File: config.mk
export PLATFORM = sky130hd
export DESIGN_NAME = wocd_clkdiv
export DESIGN_NICKNAME = d
export VERILOG_FILES = /design/src/rtl/wocd_pkg.sv /design/src/rtl/wocd_cfg_reg.sv /design/src/rtl/wocd_prescale.sv /design/src/rtl/wocd_divider.sv /design/src/rtl/wocd_clkdiv.sv
export SDC_FILE = /design/constraint.sdc
export NUM_CORES = 1
export LEC_CHECK = 0
export ABC_AREA = 1
export BUFFER_PORTS_ARGS = -buffer_cell sky130_fd_sc_hd__buf_4
export CAP_MARGIN = 20
export CORE_UTILIZATION = 50
export CTS_BUF_LIST = sky130_fd_sc_hd__clkbuf_4 sky130_fd_sc_hd__clkbuf_8
export CTS_CLUSTER_DIAMETER = 60
export DETAILED_ROUTE_END_ITERATION = 16
export PLACE_DENSITY = 0.77
export SLEW_MARGIN = 10
export SYNTH_ARGS = -nofsm -noshare
export SYNTH_HDL_FRONTEND = slang
export SYNTH_SLANG_ARGS = --single-unit
export TNS_END_PERCENT = 50
File: constraint.sdc
create_clock -name clk -period 2.2 [get_ports clk]
set_input_delay 0.44 -clock clk [delete_from_list [all_inputs] [get_ports clk]]
set_output_delay 0.44 -clock clk [all_outputs]
set_load 0.1 [all_outputs]
File: src/rtl/wocd_pkg.sv
// Package: shared widths and the configuration type for the write-once divider.
// Assumes an 8-bit register with the flag in bit 7 and the prescale select in bit 6.
package wocd_pkg;
    localparam int REG_W     = 8;
    localparam int DIV_W     = 6;
    localparam int PRE_RATIO = 8;

    typedef struct packed {
        logic             pre8;
        logic [DIV_W-1:0] div;
    } cfg_t;
endpackage

File: src/rtl/wocd_cfg_reg.sv
// Write-once configuration register with a sticky loaded flag.
// Assumes wr_stb is already qualified by the bus select; the data carries only the 7 configuration bits.
module wocd_cfg_reg
    import wocd_pkg::*;
(
    input  logic   clk,
    input  logic   rst_n,
    input  logic   wr_stb,
    input  cfg_t   wdata,
    output cfg_t   cfg,
    output logic   loaded
);
    // Capture the first write after reset and lock it out for every later write.
    always_ff @(posedge clk) begin
        if (!rst_n) begin
            cfg    <= '0;
            loaded <= 1'b0;
        end else if (wr_stb && !loaded) begin
            cfg    <= wdata;
            loaded <= 1'b1;
        end
    end

    AST_FLAG_STICKY: assert property (@(posedge clk) disable iff (!rst_n)
        loaded |=> loaded);
    AST_CFG_LOCKED: assert property (@(posedge clk) disable iff (!rst_n)
        loaded |=> $stable(cfg));
endmodule

File: src/rtl/wocd_prescale.sv
// Optional fixed prescaler: emits an enable every cycle, or every RATIO cycles when pre8 is set.
// Assumes run is low until the configuration is loaded; the counter is held at zero while run is low.
module wocd_prescale #(
    parameter int RATIO = 8
) (
    input  logic clk,
    input  logic rst_n,
    input  logic run,
    input  logic pre8,
    output logic en_o
);
    localparam int CW = (RATIO > 1) ? $clog2(RATIO) : 1;
    localparam logic [CW-1:0] LAST = CW'(RATIO - 1);

    logic [CW-1:0] cnt;

    // Free-running count modulo RATIO while running with the prescaler selected.
    always_ff @(posedge clk) begin
        if (!rst_n || !run || !pre8) begin
            cnt <= '0;
        end else begin
            cnt <= (cnt == LAST) ? '0 : cnt + 1'b1;
        end
    end

    // Pass every cycle through, or only the last count of each prescale period.
    always_comb begin
        en_o = run && (!pre8 || (cnt == LAST));
    end

    AST_PRE_SPACING: assert property (@(posedge clk) disable iff (!rst_n)
        (run && pre8 && en_o) |=> !en_o);
endmodule

File: src/rtl/wocd_divider.sv
// Programmable divider: counts the prescaler enables and strobes once every div+1 of them.
// Assumes div is stable while run is high, because the register locks after the first write.
module wocd_divider #(
    parameter int DIV_W = 6
) (
    input  logic             clk,
    input  logic             rst_n,
    input  logic             run,
    input  logic             en_i,
    input  logic [DIV_W-1:0] div,
    output logic             stb_o
);
    logic [DIV_W-1:0] cnt;

    // Advance on each enable and wrap once the count reaches the divisor.
    always_ff @(posedge clk) begin
        if (!rst_n || !run) begin
            cnt <= '0;
        end else if (en_i) begin
            cnt <= (cnt == div) ? '0 : cnt + 1'b1;
        end
    end

    // Strobe on the enable that closes each divided period.
    always_comb begin
        stb_o = run && en_i && (cnt == div);
    end

    AST_CNT_BOUND: assert property (@(posedge clk) disable iff (!rst_n)
        run |-> (cnt <= div));
endmodule

File: src/rtl/wocd_clkdiv.sv
// Top level: bus register decode, write-once configuration, prescaler and divider in series.
// Assumes a single register address; the bus select qualifies both reads and writes.
module wocd_clkdiv
    import wocd_pkg::*;
(
    input  logic             clk,
    input  logic             rst_n,
    input  logic             bus_sel,
    input  logic             bus_wr,
    input  logic             bus_rd,
    input  logic [REG_W-1:0] bus_wdata,
    output logic [REG_W-1:0] bus_rdata,
    output logic             pgm_erase_en,
    output logic             fclk_stb
);
    cfg_t cfg;
    cfg_t wcfg;
    logic loaded;
    logic pre_en;
    logic wr_stb;
    logic unused_flag_wbit;

    // Qualify the write and drop bit 7, which is read-only.
    always_comb begin
        wr_stb           = bus_sel && bus_wr;
        wcfg             = cfg_t'(bus_wdata[REG_W-2:0]);
        unused_flag_wbit = bus_wdata[REG_W-1];
    end

    // Return {flag, configuration} on a selected read and zero otherwise.
    always_comb begin
        bus_rdata    = (bus_sel && bus_rd) ? {loaded, cfg} : '0;
        pgm_erase_en = loaded;
    end

    wocd_cfg_reg u_cfg (
        .clk    (clk),
        .rst_n  (rst_n),
        .wr_stb (wr_stb),
        .wdata  (wcfg),
        .cfg    (cfg),
        .loaded (loaded)
    );

    wocd_prescale #(.RATIO(PRE_RATIO)) u_pre (
        .clk   (clk),
        .rst_n (rst_n),
        .run   (loaded),
        .pre8  (cfg.pre8),
        .en_o  (pre_en)
    );

    wocd_divider #(.DIV_W(DIV_W)) u_div (
        .clk   (clk),
        .rst_n (rst_n),
        .run   (loaded),
        .en_i  (pre_en),
        .div   (cfg.div),
        .stb_o (fclk_stb)
    );

    AST_NO_EARLY_STB: assert property (@(posedge clk) disable iff (!rst_n)
        !pgm_erase_en |-> !fclk_stb);
    AST_EN_AFTER_WRITE: assert property (@(posedge clk) disable iff (!rst_n)
        $rose(pgm_erase_en) |-> $past(bus_sel && bus_wr));
endmodule

# After elaboration in Yosys (flattened, before gate mapping)
# Cells that the tools add are included.
# op_classes
eq_ne,2
n_reduce_logical,13
mux,2
n_addsub,2
# op_table
op,count
8-bit 2-to-1 mux,1
"6-bit by 1-bit adder with 6-bit output, second input constant",1
6-bit equality test,1
1-bit logical AND,6
6-bit 2-to-1 mux,1
"3-bit by 1-bit adder with 3-bit output, second input constant",1
"3-bit equality test, second input constant",1
1-bit zero test,3
1-bit logical OR,3
2-bit OR reduction,1
# totals
regBits,17
word_cells,24
output_inout_bits,10
input_bits,13

# Depth between registers and ports, before layout
# logic_depth
ltp_word,5
ltp_mapped,8
depth_no_buf,8

# Modules after synthesis
# From an unflattened synthesis, not the netlist that was laid out.
# unflattened
hier_cells,146
hier_area_um2,953.4
# modules_own_cells
module,cells_each,seq_area_each_um2,area_per_inst_um2,n_inst
wocd_divider,64,120.1,410.4,1
wocd_cfg_reg,49,160.2,342.8,1
wocd_prescale,14,60.1,126.4,1
wocd_clkdiv,19,0.0,73.8,1

# Least setup slack after synthesis
# Ideal clock, no wire load.
# synth_timing
kind,reg2out
start,register u_cfg.loaded
end,output port fclk_stb
arrival_ps,3437
path_stages_with_launch,5
required_ps,1760
n_path_buf,0
setup_slack_ps,-1677
cell_sequence,dfxtp_1 -> inv_2 -> a21oi_2 -> nand4_1 -> nor3_1
# synth_via
elab_chain_len,3
# synth_rtl
element,line_no,source
"start, declared",wocd_cfg_reg.sv:11,output logic loaded
"start signal, assigned",wocd_cfg_reg.sv:17,loaded <= 1'b0;
"start signal, assigned",wocd_cfg_reg.sv:20,loaded <= 1'b1;
1-bit logical AND,wocd_prescale.sv:28,en_o = run && (!pre8 || (cnt == LAST));
1-bit logical AND * (2 in series),wocd_divider.sv:26,stb_o = run && en_i && (cnt == div);
"end, declared",wocd_clkdiv.sv:14,output logic fclk_stb
# Mark *: on every way between the ends. The rest lies on a longest branch, timed or not.

# Worst setup path after layout
# layout_timing
start,register u_pre.cnt[0]
end,output port fclk_stb
# layout_via
elab_chain_len,5
# layout_rtl
element,line_no,source
"start, declared",wocd_prescale.sv:15,logic [CW-1:0] cnt;
"start signal, assigned",wocd_prescale.sv:22,cnt <= (cnt == LAST) ? '0 : cnt + 1'b1;
3-bit equality test,wocd_prescale.sv:28,
1-bit logical OR,wocd_prescale.sv:28,
1-bit logical AND,wocd_prescale.sv:28,
1-bit logical AND (2 in series),wocd_divider.sv:26,
# Every way passes these cells.

==> impl_metrics.ini <==
[status]
status = finished, final reports clean

[sta]
tightestPinTransition_ns = 0.477
finalSetupViolCount = 0
relSlewSlack_pct = 68.1
timing.final.crit_share_pct = 99.0
fmaxAchievable_ghz = 0.459
finalCriticalPeriod_ns = 2.18
hold_viol = 0
rsz0062_at_grt = true
maxSlewViolCount = 0
fin_skew_ns = 0.00815

[hold_path]
hold_end = u_cfg.cfg[6]$_SDFFE_PN0P_
hold_path_depth = 3
hold_start = bus_wdata[6]
hold_class = primary input to flip-flop

[layout]
final_nets = 164
multi_input_area_sq_um = 457
num_antenna_cells = 0
drive_gt1_share_pct = 25.2
fill_cells = 117
register_area_sq_um = 347
area_delta_synth_final_pct = 32.7
layout_commonest_cell = nand2_1
postLayoutCellArea_sq_um = 1110
mostFrequentLayoutCells = 28 x nand2_1, 21 x buf_4, 20 x nor2_1
postLayoutCoreUtil_pct = 72.6

[logic_synthesis]
ys_seq_elements = 17
synth_fp_nets = 138
ys_seq_area_share_pct = 40.8
syn_avg_cell_area_sq_um = 6.83
synth_cells = 122
syn_area_sq_um = 833
ys_warn_count = 0
ys_types = 18

[clocking]
clock-root-buffer = clkbuf_4
numCtsBuffers = 3
cts_sinks = 17
path_clk_slew_ns = 0.10
cts_hold_buffers = 0
cts_max_level = 1
worstSkewPairLatency_ns = 0.29
cts.path.max_buffers = 2
cts_tree = yes

[run]
drv_cap = 0

[floorplanning]
die_w_um = 42.8
start_util_pct = 54.7
placementRows = 14
core-area_sq_um = 1520
die_h_um = 42.8
io_pins = 23
dieArea_sq_um = 1830

[pwr]
ir_worst_vdd_mv = 0.400
swShare_pct = 32.2
internal_power_uw = 432
pwr_density_cell_nw_per_um2 = 577
p_comb_share_pct = 22.6
p_sw_uw = 205
power.leakage_nw = 0.473
p_clk_share_pct = 25.9
seq_power_share_pct = 51.4

[routing]
drt-total-wl_mm = 1.91
num_vias = 840
dr.pass1.iters = 4
antenna_left = 0
wl_per_cell_um = 11.7
drt-initial-drc-count = 19
vias_per_cell = 5.15
post-route-drc-count = 0

[placement]
globalplace.congestion = 0.945
dpl_cell_area_sq_um = 1020
dpl.hpwl_mm = 1.44
port_buffers = 21

[global_route]
grt_overflow = 0
grt_max_degree = 16
antenna_found_initial = 0
grt_pass1_vias = 690
grt_pass1_wl_mm = 2.92
grt_use_total_pct = 21.6

[setup_path]
r2r_end = u_div.cnt[4]$_SDFFE_PP0P_
endpoint_kind = output port
cpLargestDelayFamily = simple AND/OR/NAND/NOR gates
timing.critical_path.mode_cell = ha_4
crit_fanout = 3
cpPeakStageDelay_ns = 0.36
rr_worst_depth = 8
r2r_slack_ns = 0.82
cp_data_arrival_time_ns = 1.74
crit_chain = ha_4 > ha_4 > inv_4 > a21oi_4 > nand4_1 > nor3_4 > buf_12
crit_type = flip-flop to output port
slowest_stage = dfxtp_2
crit-reg2reg-launch = u_pre.cnt[0]$_SDFF_PP0_
path_buf_inv = 2
start_kind = flip-flop
required_ns = 1.76
-- layout make-up --
| type | instances | area share (%) |
|---|---|---|
| clock inverter | 1 | 0.452 |
| clock buffer | 3 | 2.04 |
| tap | 16 | 1.81 |
| inverter | 20 | 7.01 |
| timing repair buffer | 22 | 16.1 |
| sequential | 17 | 31.3 |
| multi-input combinational | 84 | 41.3 |
-- cell families after synthesis --
| kind of cell | share of synthesized area [%] |
|---|---|
| compound gates | 12.3 |
| xor+xnor | 3.15 |
| simple gates | 29.3 |
| buf+inv | 9.91 |
| flops | 40.8 |
| fa+ha+maj | 4.50 |
-- worst max path at each step --
stage	start	end	slack [ns]	cells after the start
6_report	u_pre.cnt[0]$_SDFF_PP0_	fclk_stb	0.02	7
5_1_grt	u_pre.cnt[0]$_SDFF_PP0_	fclk_stb	-0.07	7
4_1_cts	u_pre.cnt[0]$_SDFF_PP0_	fclk_stb	0.03	7
3_5_place_dp	u_pre.cnt[0]$_SDFF_PP0_	fclk_stb	0.19	7
3_3_place_gp	u_pre.cnt[0]$_SDFF_PP0_	fclk_stb	0.25	7
2_1_floorplan	bus_sel	bus_rdata[0]	-0.1	2
-- metrics by stage --
stage / hold WS, ns / setup TNS (ns) / setup WS (ns) / std cells / total power, mW
4_1_cts: 0.420 / 0 / 0.0270 / 162 / 0.640
6_report: 0.430 / 0 / 0.0209 / 163 / 0.638
3_5_place_dp: 0.411 / 0 / 0.187 / 158 / 0.471
5_1_grt: 0.404 / -0.0711 / -0.0711 / 163 / 0.673
2_1_floorplan: 0.399 / -0.727 / -0.0995 / 122 / 0.432
3_3_place_gp: 0.407 / 0 / 0.246 / 158 / 0.467
-- state kept, by name, indices dropped and copies added, names as in the netlist --
name / cells
u_cfg.cfg: 7
u_div.cnt: 6
u_pre.cnt: 3
u_cfg.loaded: 1
-- power groups by stage --
stage	combinational, mW	sequential (mW)	clock [mW]
2_1_floorplan	0.0895	0.343	0
3_3_place_gp	0.133	0.334	0
3_5_place_dp	0.136	0.334	0
4_1_cts	0.140	0.328	0.171
5_1_grt	0.156	0.330	0.187
6_report	0.144	0.328	0.165
-- synth_stat cells (all sizes together) --
library cell | number | share of area [%]
nand3 | 4 | 3.0
xor2 | 3 | 3.2
dfxtp | 17 | 41
ha | 3 | 4.5
nand4 | 4 | 3.0
o21ai | 9 | 5.4
o22ai | 1 | 0.75
nor2 | 21 | 9.5
a21boi | 1 | 0.90
buf | 1 | 0.90
nand2 | 28 | 13
nor3 | 2 | 1.2
inv | 20 | 9.0
a21oi | 8 | 5.3
-- metal layers --
| layer | global-route usage, % | wire, um | up-vias |
|---|---|---|---|
| met1 | 25.7 | 889 | 370 |
| li1 | - | - | 438 |
| met2 | 34.5 | 881 | 24 |
| met5 | 0 | 0 | - |
| met3 | 7.23 | 83 | 8 |
| met4 | 10.0 | 54 | 0 |
-- worst register-to-register path, delay by kind of cell (launching register included) --
family          cells  cell delay (ns)
flops               1             0.36
compound gates      2             0.34
fa+ha+maj           2             0.26
buf+inv             2             0.18
simple gates        2             0.13
-- what timing repair did --
action	in CTS	in global routing
pin swaps	2	4
setup endpoints to repair	1	1
buffers inserted	0	1
resized for setup	4	8
No activity file was read; power rests on OpenSTA's default activity.
